## src/rtl/lli_pkg.sv

```systemverilog
package lli_pkg;

  typedef enum logic [1:0] {
    EV_TAKE       = 2'd0,
    EV_GIVE       = 2'd1,
    EV_WAIT_BEGIN = 2'd2,
    EV_WAIT_STOP  = 2'd3
  } lock_ev_e;

endpackage

```

## src/rtl/lli_interval_timer.sv

```systemverilog
module lli_interval_timer #(
  parameter int INTERVAL = 100000
) (
  input  logic clk,
  input  logic rst_n,
  output logic boundary
);
  localparam int CW = (INTERVAL > 2) ? $clog2(INTERVAL) : 1;

  logic [CW-1:0] cnt;

  assign boundary = (cnt == CW'(INTERVAL - 1));

  always_ff @(posedge clk) begin
    if (!rst_n) begin
      cnt <= '0;
    end else if (boundary) begin
      cnt <= '0;
    end else begin
      cnt <= cnt + 1'b1;
    end
  end
endmodule

```

## src/rtl/lli_lock_entry.sv

```systemverilog
module lli_lock_entry
  import lli_pkg::*;
#(
  parameter int N_THREADS = 16,
  parameter int LOCK_W    = 32,
  parameter int ACC_W     = 24,
  parameter int TID_W     = 4
) (
  input  logic              clk,
  input  logic              rst_n,
  input  logic              boundary,
  input  logic              apply,
  input  logic              alloc,
  input  logic [1:0]        kind,
  input  logic [TID_W-1:0]  tid,
  input  logic [LOCK_W-1:0] lock_in,
  output logic              busy,
  output logic [LOCK_W-1:0] lock_id,
  output logic              owned,
  output logic [TID_W-1:0]  owner,
  output logic [ACC_W-1:0]  wait_acc
);
  localparam int CNT_W = $clog2(N_THREADS + 1);

  logic [N_THREADS-1:0] waiters;
  logic [N_THREADS-1:0] n_wait;
  logic                 n_owned;
  logic [TID_W-1:0]     n_owner;
  logic [CNT_W-1:0]     wcnt;
  logic [ACC_W:0]       sum;
  logic [ACC_W-1:0]     acc_next;

  // number of threads waiting on this lock in the current cycle
  always_comb begin
    wcnt = '0;
    for (int t = 0; t < N_THREADS; t++) begin
      wcnt = wcnt + CNT_W'(waiters[t]);
    end
  end

  assign sum      = {1'b0, wait_acc} + (ACC_W + 1)'(wcnt);
  assign acc_next = sum[ACC_W] ? '1 : sum[ACC_W-1:0];

  // effect of the accepted event on ownership and waiter set
  always_comb begin
    n_owned = alloc ? 1'b0 : owned;
    n_owner = owner;
    n_wait  = alloc ? '0 : waiters;
    if (apply) begin
      unique case (lock_ev_e'(kind))
        EV_TAKE: begin
          n_owned     = 1'b1;
          n_owner     = tid;
          n_wait[tid] = 1'b0;
        end
        EV_GIVE: begin
          if (n_owned && (n_owner == tid)) n_owned = 1'b0;
        end
        EV_WAIT_BEGIN: n_wait[tid] = 1'b1;
        EV_WAIT_STOP:  n_wait[tid] = 1'b0;
        default: ;
      endcase
    end
  end

  always_ff @(posedge clk) begin
    if (!rst_n) begin
      busy     <= 1'b0;
      lock_id  <= '0;
      owned    <= 1'b0;
      owner    <= '0;
      waiters  <= '0;
      wait_acc <= '0;
    end else if (boundary) begin
      wait_acc <= '0;
      if (!owned && (waiters == '0)) busy <= 1'b0;
    end else begin
      wait_acc <= acc_next;
      if (apply) begin
        busy    <= 1'b1;
        owned   <= n_owned;
        owner   <= n_owner;
        waiters <= n_wait;
        if (alloc) lock_id <= lock_in;
      end
    end
  end
endmodule

```

## src/rtl/lli_max_select.sv

```systemverilog
module lli_max_select #(
  parameter int N_ENTRIES = 8,
  parameter int ACC_W     = 24,
  parameter int EIDX_W    = 3
) (
  input  logic [N_ENTRIES-1:0][ACC_W-1:0] vals,
  output logic [EIDX_W-1:0]               idx,
  output logic [ACC_W-1:0]                best
);
  // strict comparison keeps the lowest index on equal totals
  always_comb begin
    idx  = '0;
    best = vals[0];
    for (int i = 1; i < N_ENTRIES; i++) begin
      if (vals[i] > best) begin
        best = vals[i];
        idx  = EIDX_W'(i);
      end
    end
  end
endmodule

```

## src/rtl/lock_limiter_id.sv

```systemverilog
module lock_limiter_id #(
  parameter int N_THREADS = 16,
  parameter int N_ENTRIES = 8,
  parameter int LOCK_W    = 32,
  parameter int ACC_W     = 24,
  parameter int INTERVAL  = 100000,
  localparam int TID_W    = (N_THREADS > 2) ? $clog2(N_THREADS) : 1
) (
  input  logic                 clk,
  input  logic                 rst_n,
  input  logic                 evt_valid,
  output logic                 evt_ready,
  input  logic [1:0]           evt_kind,
  input  logic [TID_W-1:0]     evt_thread,
  input  logic [LOCK_W-1:0]    evt_lock,
  output logic [N_THREADS-1:0] limiter_flags,
  output logic                 limiter_upd
);
  localparam int EIDX_W = (N_ENTRIES > 2) ? $clog2(N_ENTRIES) : 1;

  logic                              boundary;
  logic                              fire;
  logic                              hit;
  logic [N_ENTRIES-1:0]              match;
  logic [N_ENTRIES-1:0]              busy;
  logic [N_ENTRIES-1:0]              owned;
  logic [N_ENTRIES-1:0]              alloc_oh;
  logic [N_ENTRIES-1:0]              apply;
  logic [N_ENTRIES-1:0][TID_W-1:0]   owner;
  logic [N_ENTRIES-1:0][LOCK_W-1:0]  lock_id;
  logic [N_ENTRIES-1:0][ACC_W-1:0]   acc;
  logic [EIDX_W-1:0]                 best_idx;
  logic [ACC_W-1:0]                  best_acc;
  logic [N_THREADS-1:0]              flags_n;

  lli_interval_timer #(.INTERVAL(INTERVAL)) u_timer (
    .clk      (clk),
    .rst_n    (rst_n),
    .boundary (boundary)
  );

  assign evt_ready = !boundary;
  assign fire      = evt_valid && evt_ready;
  assign hit       = |match;

  // lowest free entry for a lock not yet tracked
  always_comb begin
    alloc_oh = '0;
    for (int i = 0; i < N_ENTRIES; i++) begin
      if (!busy[i] && (alloc_oh == '0)) alloc_oh[i] = 1'b1;
    end
  end

  for (genvar g = 0; g < N_ENTRIES; g++) begin : g_ent
    assign match[g] = busy[g] && (lock_id[g] == evt_lock);
    assign apply[g] = fire && (match[g] || (!hit && alloc_oh[g]));

    lli_lock_entry #(
      .N_THREADS (N_THREADS),
      .LOCK_W    (LOCK_W),
      .ACC_W     (ACC_W),
      .TID_W     (TID_W)
    ) u_entry (
      .clk      (clk),
      .rst_n    (rst_n),
      .boundary (boundary),
      .apply    (apply[g]),
      .alloc    (!hit && alloc_oh[g]),
      .kind     (evt_kind),
      .tid      (evt_thread),
      .lock_in  (evt_lock),
      .busy     (busy[g]),
      .lock_id  (lock_id[g]),
      .owned    (owned[g]),
      .owner    (owner[g]),
      .wait_acc (acc[g])
    );
  end

  lli_max_select #(
    .N_ENTRIES (N_ENTRIES),
    .ACC_W     (ACC_W),
    .EIDX_W    (EIDX_W)
  ) u_select (
    .vals (acc),
    .idx  (best_idx),
    .best (best_acc)
  );

  always_comb begin
    flags_n = '0;
    if ((best_acc != '0) && owned[best_idx]) flags_n[owner[best_idx]] = 1'b1;
  end

  always_ff @(posedge clk) begin
    if (!rst_n) begin
      limiter_flags <= '0;
      limiter_upd   <= 1'b0;
    end else begin
      limiter_upd <= boundary;
      if (boundary) limiter_flags <= flags_n;
    end
  end
endmodule

```

## config.mk

```make
export PLATFORM = sky130hd
export DESIGN_NAME = lock_limiter_id
export DESIGN_NICKNAME = d
export VERILOG_FILES = /design/src/rtl/lli_pkg.sv /design/src/rtl/lli_interval_timer.sv /design/src/rtl/lli_lock_entry.sv /design/src/rtl/lli_max_select.sv /design/src/rtl/lock_limiter_id.sv
export SDC_FILE = /design/constraint.sdc
export NUM_CORES = 2
export LEC_CHECK = 0
export BUFFER_PORTS_ARGS = -buffer_cell sky130_fd_sc_hd__buf_4
export CAP_MARGIN = 20
export CORE_MARGIN = 2
export CORE_UTILIZATION = 50
export CTS_CLUSTER_DIAMETER = 150
export DETAILED_ROUTE_END_ITERATION = 8
export MAX_ROUTING_LAYER = met4
export PLACE_DENSITY = 0.68
export SYNTH_ARGS = -nofsm -noshare
export SYNTH_HDL_FRONTEND = slang
export SYNTH_SLANG_ARGS = --single-unit
```

## constraint.sdc

```tcl
create_clock -name clk -period 25.1 [get_ports clk]
set_clock_uncertainty 0.1 [all_clocks]
set_input_delay 2.51 -clock clk [delete_from_list [all_inputs] [get_ports clk]]
set_output_delay 2.51 -clock clk [all_outputs]
set_load 0.05 [all_outputs]
```

==> reports/metrics.csv <==
stage,metric,value,unit
status,status,"finished, final reports clean",
routing,vias,33608,
timing,Final Hold Viols,0,
yosys,most common flop cell mapped by yosys,dfxtp_1,
timing,Final Max Tran Viols,0,
routing,Antenna Nets Post-Route,0,
routing,vias per cell,5.66,
floorplanning,initial core utilization,50.4,%
finish,Synth-to-Final Area Change,9.31,%
floorplanning,I/O pins,59,
routing,DRT iter0 DRCs,2614,
setup_path,CP Data Arrival Time,20120,ps
timing,setup tns final,0,ps
power,sw frac,28.8,%
yosys,syn_nets,5296,
setup_path,WS Path Type,flop to flop,
setup_path,WP depth,85,
power,VDD IR max,53.2,uV
grt,Total GRT Usage,26.8,%
grt,largest net degree at the start of global routing,122,
grt,initial antenna violation count,4,
timing,Tightest Pin Transition,1140,ps
grt,number of global-route vias before repair,31679,
cts,CTS Root Cell,clkbuf_16,
cts,TritonCTS Sinks,658,
setup_path,"slowest stage cell, crit path",o21a_1,
floorplanning,core area,82000,sq um
power,switching power total,748,uW
setup_path,Max stage delay on crit path,680,ps
cts,clk_lat worst skew,670,ps
setup_path,Most common cell on crit path,a21oi_1,
floorplanning,std cell rows,105,
place,routability-driven placement congestion ratio,0.909,
cts,# hold bufs at CTS,0,
finish,"commonest non-fill, non-tap cell in the layout",dfxtp_1,
setup_path,"CP delay by family, top",compound AO/OA/AOI/OAI gates,
routing,first-pass iteration count of the detailed router,6,
timing,Worst Slack Setup Final,5400,ps
power,combinational share of power,14.9,%
power,internal power,1.85,mW
setup_path,CP Launch Type,flop,
yosys,register area share after synthesis,31.9,%
cts,CTS tree,built,
cts,Num CTS Buffers,77,
yosys,synthesized instance count,4903,
cts,buffer count from post-CTS setup fixing,0,
yosys,ys async rst share,0,%
yosys,Syn Area/Cell,8.43,sq um
setup_path,CP Capture Type,flop,
power,clock group share of total power,44.4,%
power,total power,2.60,mW
cts,htree depth,3,
setup_path,reg2reg path depth,85,
setup_path,number of buffers and inverters on the critical path,7,
finish,fin nets,5195,
yosys,#FFs+latches synth,658,
yosys,Post-Synthesis Cell Area,41300,sq um
setup_path,Crit Path Max Fanout,28,
power,Leakage,17.5,nW
yosys,synth warn,0,
place,Detail Placement HPWL,78100,microns
timing,setup violators final,0,
routing,DRC,0,
setup_path,CP Data Required Time,25520,ps
routing,routed wire length,112000,microns
finish,"commonest non-fill, non-tap cells in the layout","dfxtp_1, nand2_1, inv_1",
setup_path,r2r setup slk,5400,ps
flow_run,total of max-cap violations,0,
cts,Clock Tree Buf Depth,3,
timing,slew margin rel.,23.3,%
floorplanning,die height,291,microns
yosys,"EDFF count, synth",0,
floorplanning,full die area,84900,sq um
timing,crit path time final,19700,ps
cts,post-cts sizing count,0,
floorplanning,die width,291,microns
finish,final core utilization,55.1,%
place,DP Worst Slack,5540,ps
yosys,synth unique cells,82,
routing,wire per inst,18.8,microns
finish,fraction of layout instances using a drive strength above 1,6.60,%
place,I/O Buffers,58,
cts,Clock transition at path regs,60,ps
timing,RSZ-0062 raised after global routing,no,
timing,Tcrit/Tclk final,78.5,%
grt,grt ovf,0,
power,pwr/cell area,57.6,nW/um^2
timing,Fmax,0.0508,GHz
hold_path,Hold/Removal Path Class,flop to flop,
grt,first-pass GRT wire length,178000,microns
hold_path,hold depth,2,
power,Flop pwr share,40.7,%
==> layer usage <==
layer	share of wire (%)	up-vias	track usage (%)
met2	46	920	42.1
met4	2.2	0	7.02
li1	-	16473	-
met3	6.1	191	3.80
met5	0	-	-
met1	46	16024	36.1
==> worst reg2reg max path, delay by kind of cell, from the launching register on <==
| family | cells | cell delay (ps) |
|---|---|---|
| AO/OA/AOI/OAI | 46 | 10450 |
| AND/OR/NAND/NOR | 20 | 3890 |
| adder cells (fa/ha/maj) | 7 | 1760 |
| multiplexers | 5 | 1630 |
| buffers and inverters | 7 | 1310 |
| flip-flops | 1 | 440 |
==> cell type report <==
cell class                      count  area (sq um)
Fill cell                        7563         36800
Multi-Input combinational cell   3582         25700
Sequential cell                   658         13200
Clock buffer                      114          2260
Inverter                          385          1450
Tap cell                         1070          1340
Timing Repair Buffer               98           797
Clock inverter                     28           397
Antenna cell                        2          5.00
==> worst paths after layout <==
check / startpoint / endpoint
setup reg to reg: g_ent[0].u_entry.wait_acc[17] / limiter_flags[13]
setup / recovery: g_ent[0].u_entry.wait_acc[17] / limiter_flags[13]
hold / removal: g_ent[2].u_entry.lock_id[4] / g_ent[2].u_entry.lock_id[4]
hold reg to reg: g_ent[2].u_entry.lock_id[4] / g_ent[2].u_entry.lock_id[4]
==> power by group through the flow <==
stage	Clock [mW]	Combinational, mW	Sequential (mW)
4_1_cts	1.18	0.380	1.06
5_1_grt	1.22	0.421	1.06
2_1_floorplan	0	0.279	1.08
3_5_place_dp	0	0.377	1.08
6_report	1.15	0.388	1.06
3_3_place_gp	0	0.375	1.08
==> sequential cells by signal, summed over array words and instances, names as in the netlist <==
signal / count
g_ent.u_entry.lock_id: 256
g_ent.u_entry.wait_acc: 192
g_ent.u_entry.waiters: 128
g_ent.u_entry.owner: 32
u_timer.cnt: 17
limiter_flags: 16
g_ent.u_entry.busy: 8
g_ent.u_entry.owned: 8
limiter_upd: 1
==> synthesized netlist by cell type (5+ instances only) <==
cell type,instances,share of area (%)
a22oi_1,97,1.8
nor4_1,87,1.3
xor2_1,220,4.7
a22o_1,5,0.11
and3_1,52,0.79
a21boi_0,170,3.1
or4_1,5,0.091
nor2b_1,262,4.0
nor2_1,227,2.1
inv_1,384,3.5
fa_1,88,4.3
dfxtp_1,658,32
buf_2,6,0.073
o211ai_1,11,0.20
nor4b_1,6,0.13
xnor2_1,245,5.2
o21bai_1,8,0.15
o21a_1,52,0.94
a31oi_1,7,0.11
clkbuf_1,244,2.2
a221oi_1,5,0.11
nand4_1,100,1.5
o21ai_1,5,0.061
a211oi_1,11,0.20
or2_2,8,0.12
and2_1,46,0.70
a211o_1,6,0.13
a21o_1,53,0.96
or3_1,17,0.26
a31o_1,11,0.23
nor3b_1,6,0.11
ha_1,264,8.0
o211a_1,13,0.31
o21ai_0,230,2.8
a21oi_1,287,3.5
and4_1,9,0.19
nor3_1,56,0.68
nand2_1,498,4.5
mux2_2,40,1.1
nand2b_1,22,0.33
buf_1,26,0.24
mux2i_1,188,4.6
o221a_2,6,0.16
nand3_1,98,1.2
==> stage by stage <==
step	cell area, sq um	std cells	hold slack [ps]
after CTS	45100	5932	375
after floorplan	41300	4903	343
after global routing	45200	5937	396
after global placement	42400	5789	355
after detailed placement	42400	5790	365
final	45200	5937	375
==> cells by family (layout without fill, tap and decap cells) <==
kind of cell / Yosys count / count (layout) / share of synthesized area (%)
AND/OR/NAND/NOR: 1509 / 1509 / 18.2
adder cells (fa/ha/maj): 352 / 352 / 12.3
AO/OA/AOI/OAI: 1024 / 1024 / 15.9
other: 0 / 2 / 0
multiplexers: 232 / 232 / 5.81
XOR/XNOR: 465 / 465 / 9.86
buffers and inverters: 663 / 625 / 6.07
flip-flops: 658 / 658 / 31.9
Note: power is estimated with default switching activity, not from simulation.
